### config.mk
export PLATFORM = sky130hd
export DESIGN_NAME = slice_cfg_ctrl
export DESIGN_NICKNAME = d
export VERILOG_FILES = /design/src/rtl/scfg_pkg.sv /design/src/rtl/scfg_loader.sv /design/src/rtl/scfg_slice.sv /design/src/rtl/slice_cfg_ctrl.sv
export SDC_FILE = /design/constraint.sdc
export NUM_CORES = 1
export LEC_CHECK = 0
export BUFFER_PORTS_ARGS = -buffer_cell sky130_fd_sc_hd__buf_2
export CAP_MARGIN = 30
export CORE_AREA = 2 2 330 169
export DETAILED_ROUTE_END_ITERATION = 16
export DIE_AREA = 0 0 332 171
export GPL_ROUTABILITY_DRIVEN = 0
export PLACE_DENSITY = 0.75
export SLEW_MARGIN = 15
export SYNTH_ARGS = -nofsm -noshare
export SYNTH_HDL_FRONTEND = slang
export SYNTH_SLANG_ARGS = --single-unit
### constraint.sdc
create_clock -name clk -period 5 [get_ports clk]
set_input_delay 1 -clock clk [delete_from_list [all_inputs] [get_ports clk]]
set_output_delay 1 -clock clk [all_outputs]
set_load 0.02 [all_outputs]
### src/rtl/scfg_pkg.sv
package scfg_pkg;

    // Stream loader states.
    typedef enum logic [1:0] {
        LD_IDLE   = 2'd0,
        LD_STREAM = 2'd1,
        LD_CLOSE  = 2'd2
    } ld_state_e;

    // Per-slice shadow-plane states.
    typedef enum logic [1:0] {
        SL_EMPTY = 2'd0,
        SL_ARMED = 2'd1,
        SL_DEFER = 2'd2
    } sl_state_e;

endpackage

### src/rtl/scfg_loader.sv
module scfg_loader
    import scfg_pkg::*;
#(
    parameter int NUM_SLICES = 4,
    parameter int WORDS      = 6,
    parameter int WORD_W     = 16,
    parameter int SEL_W      = 2,
    parameter int ADDR_W     = 3
) (
    input  logic              clk,
    input  logic              rst_n,
    input  logic              cfg_valid,
    input  logic [SEL_W-1:0]  cfg_slice,
    input  logic [WORD_W-1:0] cfg_word,
    output logic              cfg_ready,
    output logic              wr_en,
    output logic [SEL_W-1:0]  wr_slice,
    output logic [ADDR_W-1:0] wr_addr,
    output logic [WORD_W-1:0] wr_data,
    output logic              ld_start,
    output logic              ld_done,
    output logic              busy
);

    localparam logic [ADDR_W-1:0] LAST_ADDR = ADDR_W'(WORDS - 1);

    ld_state_e         state_q, state_d;
    logic [SEL_W-1:0]  tgt_q, tgt_d;
    logic [ADDR_W-1:0] cnt_q, cnt_d;

    // State register
    always_ff @(posedge clk) begin
        if (!rst_n) begin
            state_q <= LD_IDLE;
            tgt_q   <= '0;
            cnt_q   <= '0;
        end else begin
            state_q <= state_d;
            tgt_q   <= tgt_d;
            cnt_q   <= cnt_d;
        end
    end

    // Next state and outputs
    always_comb begin
        state_d   = state_q;
        tgt_d     = tgt_q;
        cnt_d     = cnt_q;
        cfg_ready = 1'b0;
        wr_en     = 1'b0;
        wr_slice  = tgt_q;
        wr_addr   = cnt_q;
        wr_data   = cfg_word;
        ld_start  = 1'b0;
        ld_done   = 1'b0;
        busy      = 1'b0;
        unique case (state_q)
            LD_IDLE: begin
                cfg_ready = 1'b1;
                if (cfg_valid) begin
                    wr_en    = 1'b1;
                    wr_slice = cfg_slice;
                    wr_addr  = '0;
                    ld_start = 1'b1;
                    tgt_d    = cfg_slice;
                    if (WORDS == 1) begin
                        ld_done = 1'b1;
                        cnt_d   = '0;
                        state_d = LD_CLOSE;
                    end else begin
                        cnt_d   = ADDR_W'(1);
                        state_d = LD_STREAM;
                    end
                end
            end
            LD_STREAM: begin
                cfg_ready = 1'b1;
                busy      = 1'b1;
                if (cfg_valid) begin
                    wr_en = 1'b1;
                    if (cnt_q == LAST_ADDR) begin
                        ld_done = 1'b1;
                        cnt_d   = '0;
                        state_d = LD_CLOSE;
                    end else begin
                        cnt_d = cnt_q + ADDR_W'(1);
                    end
                end
            end
            LD_CLOSE: begin
                state_d = LD_IDLE;
            end
            default: begin
                state_d = LD_IDLE;
            end
        endcase
    end

endmodule

### src/rtl/scfg_slice.sv
module scfg_slice
    import scfg_pkg::*;
#(
    parameter int WORDS  = 6,
    parameter int WORD_W = 16,
    parameter int ADDR_W = 3
) (
    input  logic                    clk,
    input  logic                    rst_n,
    input  logic                    wr_en,
    input  logic [ADDR_W-1:0]       wr_addr,
    input  logic [WORD_W-1:0]       wr_data,
    input  logic                    ld_start,
    input  logic                    ld_done,
    input  logic                    swap_req,
    output logic [WORDS*WORD_W-1:0] act_cfg,
    output logic                    bg_valid,
    output logic                    swap_err,
    output logic                    pend
);

    localparam int PLANE_BITS = WORDS * WORD_W;

    sl_state_e             state_q, state_d;
    logic [WORD_W-1:0]     bg_q [WORDS];
    logic [PLANE_BITS-1:0] bg_flat;
    logic [PLANE_BITS-1:0] act_q;
    logic                  promote;
    logic                  err_d, err_q;

    // Shadow plane: one register per word
    for (genvar w = 0; w < WORDS; w++) begin : g_word
        always_ff @(posedge clk) begin
            if (!rst_n) begin
                bg_q[w] <= '0;
            end else if (wr_en && (wr_addr == ADDR_W'(w))) begin
                bg_q[w] <= wr_data;
            end
        end
        assign bg_flat[w*WORD_W +: WORD_W] = bg_q[w];
    end

    // State register
    always_ff @(posedge clk) begin
        if (!rst_n) begin
            state_q <= SL_EMPTY;
            err_q   <= 1'b0;
        end else begin
            state_q <= state_d;
            err_q   <= err_d;
        end
    end

    // Foreground plane
    always_ff @(posedge clk) begin
        if (!rst_n) begin
            act_q <= '0;
        end else if (promote) begin
            act_q <= bg_flat;
        end
    end

    // Next state and outputs
    always_comb begin
        state_d = state_q;
        promote = 1'b0;
        err_d   = 1'b0;
        unique case (state_q)
            SL_EMPTY: begin
                if (ld_done) begin
                    state_d = swap_req ? SL_DEFER : SL_ARMED;
                end else if (swap_req) begin
                    err_d = 1'b1;
                end
            end
            SL_ARMED: begin
                if (ld_done) begin
                    state_d = swap_req ? SL_DEFER : SL_ARMED;
                end else if (swap_req) begin
                    promote = 1'b1;
                    state_d = SL_EMPTY;
                end else if (ld_start) begin
                    state_d = SL_EMPTY;
                end
            end
            SL_DEFER: begin
                promote = 1'b1;
                state_d = SL_EMPTY;
            end
            default: begin
                state_d = SL_EMPTY;
            end
        endcase
    end

    assign act_cfg  = act_q;
    assign bg_valid = (state_q != SL_EMPTY);
    assign pend     = (state_q == SL_DEFER);
    assign swap_err = err_q;

endmodule

### src/rtl/slice_cfg_ctrl.sv
module slice_cfg_ctrl #(
    parameter int NUM_SLICES      = 4,
    parameter int TILES_PER_SLICE = 3,
    parameter int WORDS_PER_TILE  = 2,
    parameter int WORD_W          = 16,
    parameter int SEL_W           = (NUM_SLICES > 1) ? $clog2(NUM_SLICES) : 1,
    parameter int SLICE_BITS      = TILES_PER_SLICE * WORDS_PER_TILE * WORD_W
) (
    input  logic                             clk,
    input  logic                             rst_n,
    input  logic                             cfg_valid,
    output logic                             cfg_ready,
    input  logic [SEL_W-1:0]                 cfg_slice,
    input  logic [WORD_W-1:0]                cfg_word,
    input  logic [NUM_SLICES-1:0]            swap_req,
    output logic [NUM_SLICES*SLICE_BITS-1:0] act_cfg,
    output logic [NUM_SLICES-1:0]            bg_ready,
    output logic [NUM_SLICES-1:0]            swap_err,
    output logic                             load_busy
);

    localparam int WORDS  = TILES_PER_SLICE * WORDS_PER_TILE;
    localparam int ADDR_W = (WORDS > 1) ? $clog2(WORDS) : 1;

    logic              wr_en;
    logic [SEL_W-1:0]  wr_slice;
    logic [ADDR_W-1:0] wr_addr;
    logic [WORD_W-1:0] wr_data;
    logic              ld_start;
    logic              ld_done;
    logic [NUM_SLICES-1:0] pend_v;

    scfg_loader #(
        .NUM_SLICES (NUM_SLICES),
        .WORDS      (WORDS),
        .WORD_W     (WORD_W),
        .SEL_W      (SEL_W),
        .ADDR_W     (ADDR_W)
    ) u_loader (
        .clk       (clk),
        .rst_n     (rst_n),
        .cfg_valid (cfg_valid),
        .cfg_slice (cfg_slice),
        .cfg_word  (cfg_word),
        .cfg_ready (cfg_ready),
        .wr_en     (wr_en),
        .wr_slice  (wr_slice),
        .wr_addr   (wr_addr),
        .wr_data   (wr_data),
        .ld_start  (ld_start),
        .ld_done   (ld_done),
        .busy      (load_busy)
    );

    for (genvar s = 0; s < NUM_SLICES; s++) begin : g_slice
        logic hit;
        assign hit = (wr_slice == SEL_W'(s));

        scfg_slice #(
            .WORDS  (WORDS),
            .WORD_W (WORD_W),
            .ADDR_W (ADDR_W)
        ) u_slice (
            .clk      (clk),
            .rst_n    (rst_n),
            .wr_en    (wr_en && hit),
            .wr_addr  (wr_addr),
            .wr_data  (wr_data),
            .ld_start (ld_start && hit),
            .ld_done  (ld_done && hit),
            .swap_req (swap_req[s]),
            .act_cfg  (act_cfg[s*SLICE_BITS +: SLICE_BITS]),
            .bg_valid (bg_ready[s]),
            .swap_err (swap_err[s]),
            .pend     (pend_v[s])
        );
    end

endmodule

==> results of run 1 <==
## state kept, by name (all words and copies together), names as in the netlist
| signal | flops |
|---|---|
| u_loader.state_q | 2 |
| g_slice.u_slice.bg_q | 384 |
| g_slice.u_slice.state_q | 8 |
| g_slice.u_slice.swap_err | 4 |
| u_loader.cnt_q | 3 |
| u_loader.tgt_q | 2 |
| g_slice.u_slice.act_cfg | 384 |
## per-layer routing
metal  part of all wire (%)  global-route usage [%]  wire [microns]
met5                      0                       0               0
met4                    2.6                    7.98            1990
met2                     46                    41.8           35500
met3                    9.2                    5.78            7070
met1                     42                    37.2           32600
## power by group
| part | internal, mW | switching (mW) |
|---|---|---|
| clock | 2.86 | 2.38 |
| combinational | 0.0747 | 0.351 |
| sequential | 6.87 | 0.0479 |
| total | 9.81 | 2.77 |
## worst max-delay path, stage by stage
cell      delay (ps)
buf_2            190
nor3b_2          710
or3_1            710
nand2b_1         650
nor2_1           120
## worst paths after layout
| check | end | slack (ps) | cells after the start | from |
|---|---|---|---|---|
| min reg2reg | g_slice[0].u_slice.act_cfg[71] | 450 | 2 | g_slice[0].u_slice.act_cfg[71] |
| min | g_slice[0].u_slice.act_cfg[71] | 450 | 2 | g_slice[0].u_slice.act_cfg[71] |
| max reg2reg | g_slice[0].u_slice.bg_q[2][14] | 1980 | 3 | u_loader.state_q[0] |
| max | g_slice[3].u_slice.bg_q[1][7] | 1920 | 5 | cfg_valid |
## cells in the final DEF (no fill, tap or decap), types with 28 or more instances in the layout
master / synthesis / routed
nand2_1: 611 / 611
edfxtp_1: 384 / 384
clkbuf_16: 0 / 71
buf_4: 29 / 28
o21ai_1: 88 / 100
o21ai_0: 137 / 119
nor2_1: 76 / 76
dfxtp_1: 403 / 403
and2_1: 321 / 321
mux2i_1: 195 / 195
nand3_1: 195 / 195
buf_2: 43 / 417
## through the flow
stage	setup slack, ps	std cells	util [%]	hold slack (ps)	power [mW]
5_1_grt	1800	3837	64.3	458	13.0
6_report	1920	3837	64.3	447	12.6
3_3_place_gp	1510	3704	60.0	432	7.47
4_1_cts	2040	3831	64.1	449	12.6
3_5_place_dp	1380	3705	60.1	440	7.48
2_1_floorplan	1180	2762	-	437	7.30
## cell families after synthesis
family / synth area share, %
muxes: 6.44
buffers and inverters: 3.86
DFF: 64.7
AOI/OAI and AO/OA: 4.43
and+or+nand+nor: 20.1
adders and majority gates: 0.496
## layout make-up
class / instances / area (sq um) / area share, %
Timing Repair Buffer: 459 / 2590 / 7.42
Tap cell: 724 / 906 / 2.59
Inverter: 18 / 67.6 / 0.193
Sequential cell: 787 / 19600 / 56.1
Clock inverter: 30 / 235 / 0.673
Clock buffer: 96 / 1950 / 5.58
Antenna cell: 1 / 2.50 / 0.00716
Multi-Input combinational cell: 1722 / 9590 / 27.5
==> results.tsv, run 1 <==
stage	metric	value	unit
synthesis	post_syn_area_per_cell	11.0	sq um
floorplanning	dieWidth	332	microns
synthesis	synth_seq_area_share	64.7	%
worst_setup_path	start_kind	input pin	
route	antenna_violating_nets_post_route	0	
finish	finish.net_count	3093	
flow_run	drv.max_cap_violation_count	0	
outcome	outcome	finished, final reports clean	
grt	grt.total_usage	26.6	%
clock_network	tritoncts	done	
route	first_pass_iters	6	
worst_setup_path	critPathArrivalTime	3400	ps
synthesis	synth.lib_cells_used.distinct	55	
route	drc	0	
synthesis	warning_count_from_the_yosys_run	0	
clock_network	cts_buffer_depth	3	
route	route.vias.total	21027	
synthesis	yosys_register_bits	787	
grt	first_global_vias	19532	
synthesis	postSynth.asyncResetShare	0	%
route	via_density_per_instance	5.48	
synthesis	yosys-top-cells-area	edfxtp_1, dfxtp_1, nand2_1	
place	postPlaceCellArea	0.0326	sq mm
route	post_drt_wl_per_cell	20.1	microns
clock_network	cts_made_buffers	68	
route	drt-initial-drc-count	2321	
synthesis	synth_cells	2762	
synthesis	postSynth.topFlopCell	dfxtp_1	
worst_setup_path	worst-path-max-fanout	16	
grt	grt_antenna_before_repair	6	
hold_path	worst_hold_path_type	register to register	
synthesis	ys_top_cells_by_count	nand2_1, dfxtp_1, edfxtp_1	
sta	clock-skew-final	18.0	ps
worst_setup_path	timing.setup.critical_path_class	input pin to register	
synthesis	yosys.area.top_type_share	38.1	%
power	power_per_cell_area	360	mW/mm^2
synthesis	most_frequently_used_cell_type_in_the_post_synthesis_netlist	nand2_1	
clock_network	number_of_buffers_inserted_by_post_cts_setup_repair	0	
route	totalWireLength	77.2	mm
finish	filler_cell_count	4198	
place	portBuffers	418	
clock_network	post_cts_clock_slew_at_the_launch_and_capture_registers_of_the_worst_setup_and_hold_paths	70	ps
clock_network	root_buffer	clkbuf_16	
place	place_hpwl	48.4	mm
sta	grt_setup_unrepaired	no	
grt	global_route.overflow_total	0	
floorplanning	ios	419	
worst_setup_path	worst-endpoint-required	5330	ps
synthesis	synth_edf_count	384	
clock_network	clock_sink_count	787	
grt	grt_pass1_wl	115	mm
clock_network	clock_insertion_delay_at_the_later_pin_of_the_skew_report	610	ps
synthesis	netlist_area	0.0303	sq mm
synthesis	synth_fp_nets	2799	
sta	final_hold_viol_count	0	
clock_network	post_cts_sizing_count	0	
floorplanning	placement_rows	61	
floorplanning	start_util	55.8	%
sta	setup_tns	0	ps
floorplanning	core	0.0543	sq mm
power	worst_supply_voltage_drop_on_vdd	0.226	mV
grt	grt_max_degree	245	
sta	final.period_utilization	61.5	%
clock_network	htree_levels	3	
sta	timing.slew.headroom	25.8	%
power	total_leakage_power	13.8	nW
sta	setup_viol_count_final	0	
floorplanning	die-area	0.0568	sq mm
sta	layout_min_cycle_time	3080	ps
worst_setup_path	worst_setup_path_end_kind	register	
sta	tightest_pin_transition	1110	ps
sta	fmaxAchievable	325	MHz
synthesis	yosys.area.top_type	edfxtp_1	
sta	finalMaxSlewViolations	0	
finish	area_overhead_of_the_layout_relative_to_synthesis	15.3	%
finish	post_route_cells_drive_above_1_share	19.1	%
finish	stdcell_area	0.0349	sq mm
floorplanning	die_y	171	microns
clock_network	ctsHoldBuffers	0	
Power figures use the tool's default switching activity.
==> run 2: changes to the inputs <==
- clock period: 5 -> 3.06 ns (I/O delays scaled with it)
==> results.tsv, run 2 (synthesis gave the netlist of run 1 again) <==
stage	metric	value	unit	change
worst_setup_path	reg2reg_setup_slack	450	ps	-1530 ps
route	totalWireLength	77.3	mm	+0.11%
sta	grt_setup_unrepaired	no		
power	p_switching	4.43	mW	+60%
worst_setup_path	critPathArrivalTime	3060	ps	-340 ps
floorplanning	die-area	0.0568	sq mm	unchanged
clock_network	ctsHoldBuffers	0		unchanged
clock_network	post_cts_clock_slew_at_the_launch_and_capture_registers_of_the_worst_setup_and_hold_paths	70	ps	about the same
grt	grt_pass1_wl	117	mm	+1.9%
power	power_per_cell_area	591	mW/mm^2	+64%
grt	grt_antenna_before_repair	13		+7
power	sequentialPowerShare	54.6	%	-0.4 points
floorplanning	core	0.0543	sq mm	unchanged
clock_network	cts_made_buffers	68		unchanged
sta	timing.final.ws_setup	454	ps	-1470 ps
grt	global_route.peak_usage_layer	met2		
finish	stdcell_area	0.0351	sq mm	+0.30%
worst_setup_path	reg2reg_from	u_loader.state_q[0]		
grt	use_met3	5.19	%	-0.59 points
finish	final_util	64.5	%	+0.19 points
power	clock_power_share	41.9	%	+0.3 points
route	antenna_violating_nets_post_route	0		unchanged
place	postPlaceCellArea	0.0328	sq mm	+0.40%
route	route.vias.total	20908		-0.57%
finish	post_route_cells_drive_above_1_share	19.4	%	+0.39 points
grt	grt.met2_usage	43.5	%	+1.6 points
route	drt-initial-drc-count	2162		-6.9%
sta	timing.slew.headroom	28.1	%	+2.3 points
clock_network	clock_sink_count	787		unchanged
sta	layout_min_cycle_time	2610	ps	
power	worst_supply_voltage_drop_on_vdd	0.351	mV	+56%
finish	finish.net_count	3110		+0.55%
grt	first_global_vias	20030		+2.5%
floorplanning	start_util	55.8	%	unchanged
power	power_switching_share	21.4	%	-0.65 points
floorplanning	placement_rows	61		unchanged
hold_path	worst_hold_path.endpoint	g_slice[3].u_slice.state_q[0]		
grt	global_route.overflow_total	0		unchanged
finish	highest_count_cells_in_the_layout_ignoring_fill_and_taps	nand2_1, buf_2, dfxtp_1, edfxtp_1, and2_1		
route	post_drt_wl_per_cell	20.0	microns	-0.38%
worst_setup_path	worst_setup_path_end_kind	register		
clock_network	tritoncts	done		
worst_setup_path	worst-path-max-fanout	16		unchanged
sta	setup_viol_count_final	0		unchanged
sta	final_hold_viol_count	0		unchanged
place	dpl_ws	289	ps	-1090 ps
power	total_leakage_power	13.9	nW	+0.65%
sta	final.period_utilization	85.2	%	
floorplanning	dieWidth	332	microns	unchanged
floorplanning	die_y	171	microns	unchanged
outcome	outcome	finished, final reports clean		
clock_network	cts_buffer_depth	3		unchanged
clock_network	htree_levels	3		unchanged
worst_setup_path	worst_case_reg_to_reg_path_depth	4		+1
clock_network	clock_insertion_delay_at_the_later_pin_of_the_skew_report	590	ps	-20 ps
worst_setup_path	worst-endpoint-required	3510	ps	-1820 ps
worst_setup_path	r2r-end	g_slice[3].u_slice.bg_q[5][6]		
hold_path	start_point_of_the_worst_hold_path	swap_req[3]		
grt	grt.total_usage	26.9	%	+0.36 points
sta	clock-skew-final	15.1	ps	-2.96 ps
place	portBuffers	418		unchanged
power	part_of_the_power_in_combinational_logic	3.5	%	about the same
route	drc	0		unchanged
clock_network	number_of_buffers_inserted_by_post_cts_setup_repair	0		unchanged
clock_network	post_cts_sizing_count	0		unchanged
finish	area_overhead_of_the_layout_relative_to_synthesis	15.7	%	
worst_setup_path	timing.setup.critical_path_class	register to register		
sta	tightest_pin_transition	1080	ps	-34.7 ps
sta	finalMaxSlewViolations	0		unchanged
worst_setup_path	start_kind	register		
finish	final_common_cell	nand2_1		
grt	grt_max_degree	267		+9.0%
flow_run	drv.max_cap_violation_count	0		unchanged
sta	setup_tns	0	ps	unchanged
clock_network	root_buffer	clkbuf_16		
place	place_hpwl	49.7	mm	+2.6%
route	first_pass_iters	6		unchanged
power	internal_power	16.3	mW	+66%
floorplanning	ios	419		unchanged
grt	use_met1	37.3	%	+0.11 points
route	via_density_per_instance	5.42		-1.1%
sta	hold-worst-slack	232	ps	-215 ps
hold_path	min_path_cells	2		unchanged
sta	fmaxAchievable	384	MHz	
hold_path	worst_hold_path_type	input pin to register		
-- run 2: layer usage --
layer,up-vias,wire (microns)
met5,-,13
met4,2,1660
met3,109,5920
met2,779,36300
met1,10095,33300
li1,9923,-
-- run 2: final cells by class --
type,instances,area [sq um]
fillers,4278,19300
repair buffers,476,2640
multi-input cells,1722,9600
clock inverters,20,174
flip-flops and latches,787,19600
clock buffers,104,2060
diodes,5,12.5
well taps,724,906
inverters,18,67.6
-- run 2: power by group through the flow --
stage / sequential (mW) / clock (mW) / combinational (mW)
global placement: 11.5 / 0 / 0.691
global route: 11.3 / 9.21 / 0.771
detailed placement: 11.5 / 0 / 0.704
finish: 11.3 / 8.69 / 0.715
CTS: 11.3 / 8.79 / 0.706
floorplan: 11.5 / 0 / 0.422
-- run 2: worst max-delay path, cell delays in order, from the launching register on --
cell,delay [ps]
dfxtp_1,630
or3b_1,340
nand3_1,440
nor3_2,820
and2_1,240
-- run 2: stage by stage --
step | cells | total power [mW]
after floorplan | 2762 | 11.9
after global placement | 3725 | 12.2
after detailed placement | 3725 | 12.2
after CTS | 3849 | 20.8
after global routing | 3855 | 21.3
final | 3856 | 20.7
-- run 2: how the worst max path moves through the flow --
stage / startpoint / end / slack (ps) / depth (start not counted)
floorplan: cfg_valid / g_slice[0].u_slice.bg_q[2][0] / -370 / 6
global placement: cfg_valid / g_slice[0].u_slice.bg_q[3][14] / 370 / 6
detailed placement: cfg_valid / g_slice[3].u_slice.bg_q[3][11] / 290 / 6
CTS: u_loader.state_q[0] / g_slice[3].u_slice.bg_q[5][6] / 480 / 4
global route: u_loader.state_q[0] / g_slice[3].u_slice.bg_q[5][14] / 300 / 4
finish: u_loader.state_q[0] / g_slice[3].u_slice.bg_q[5][6] / 450 / 4
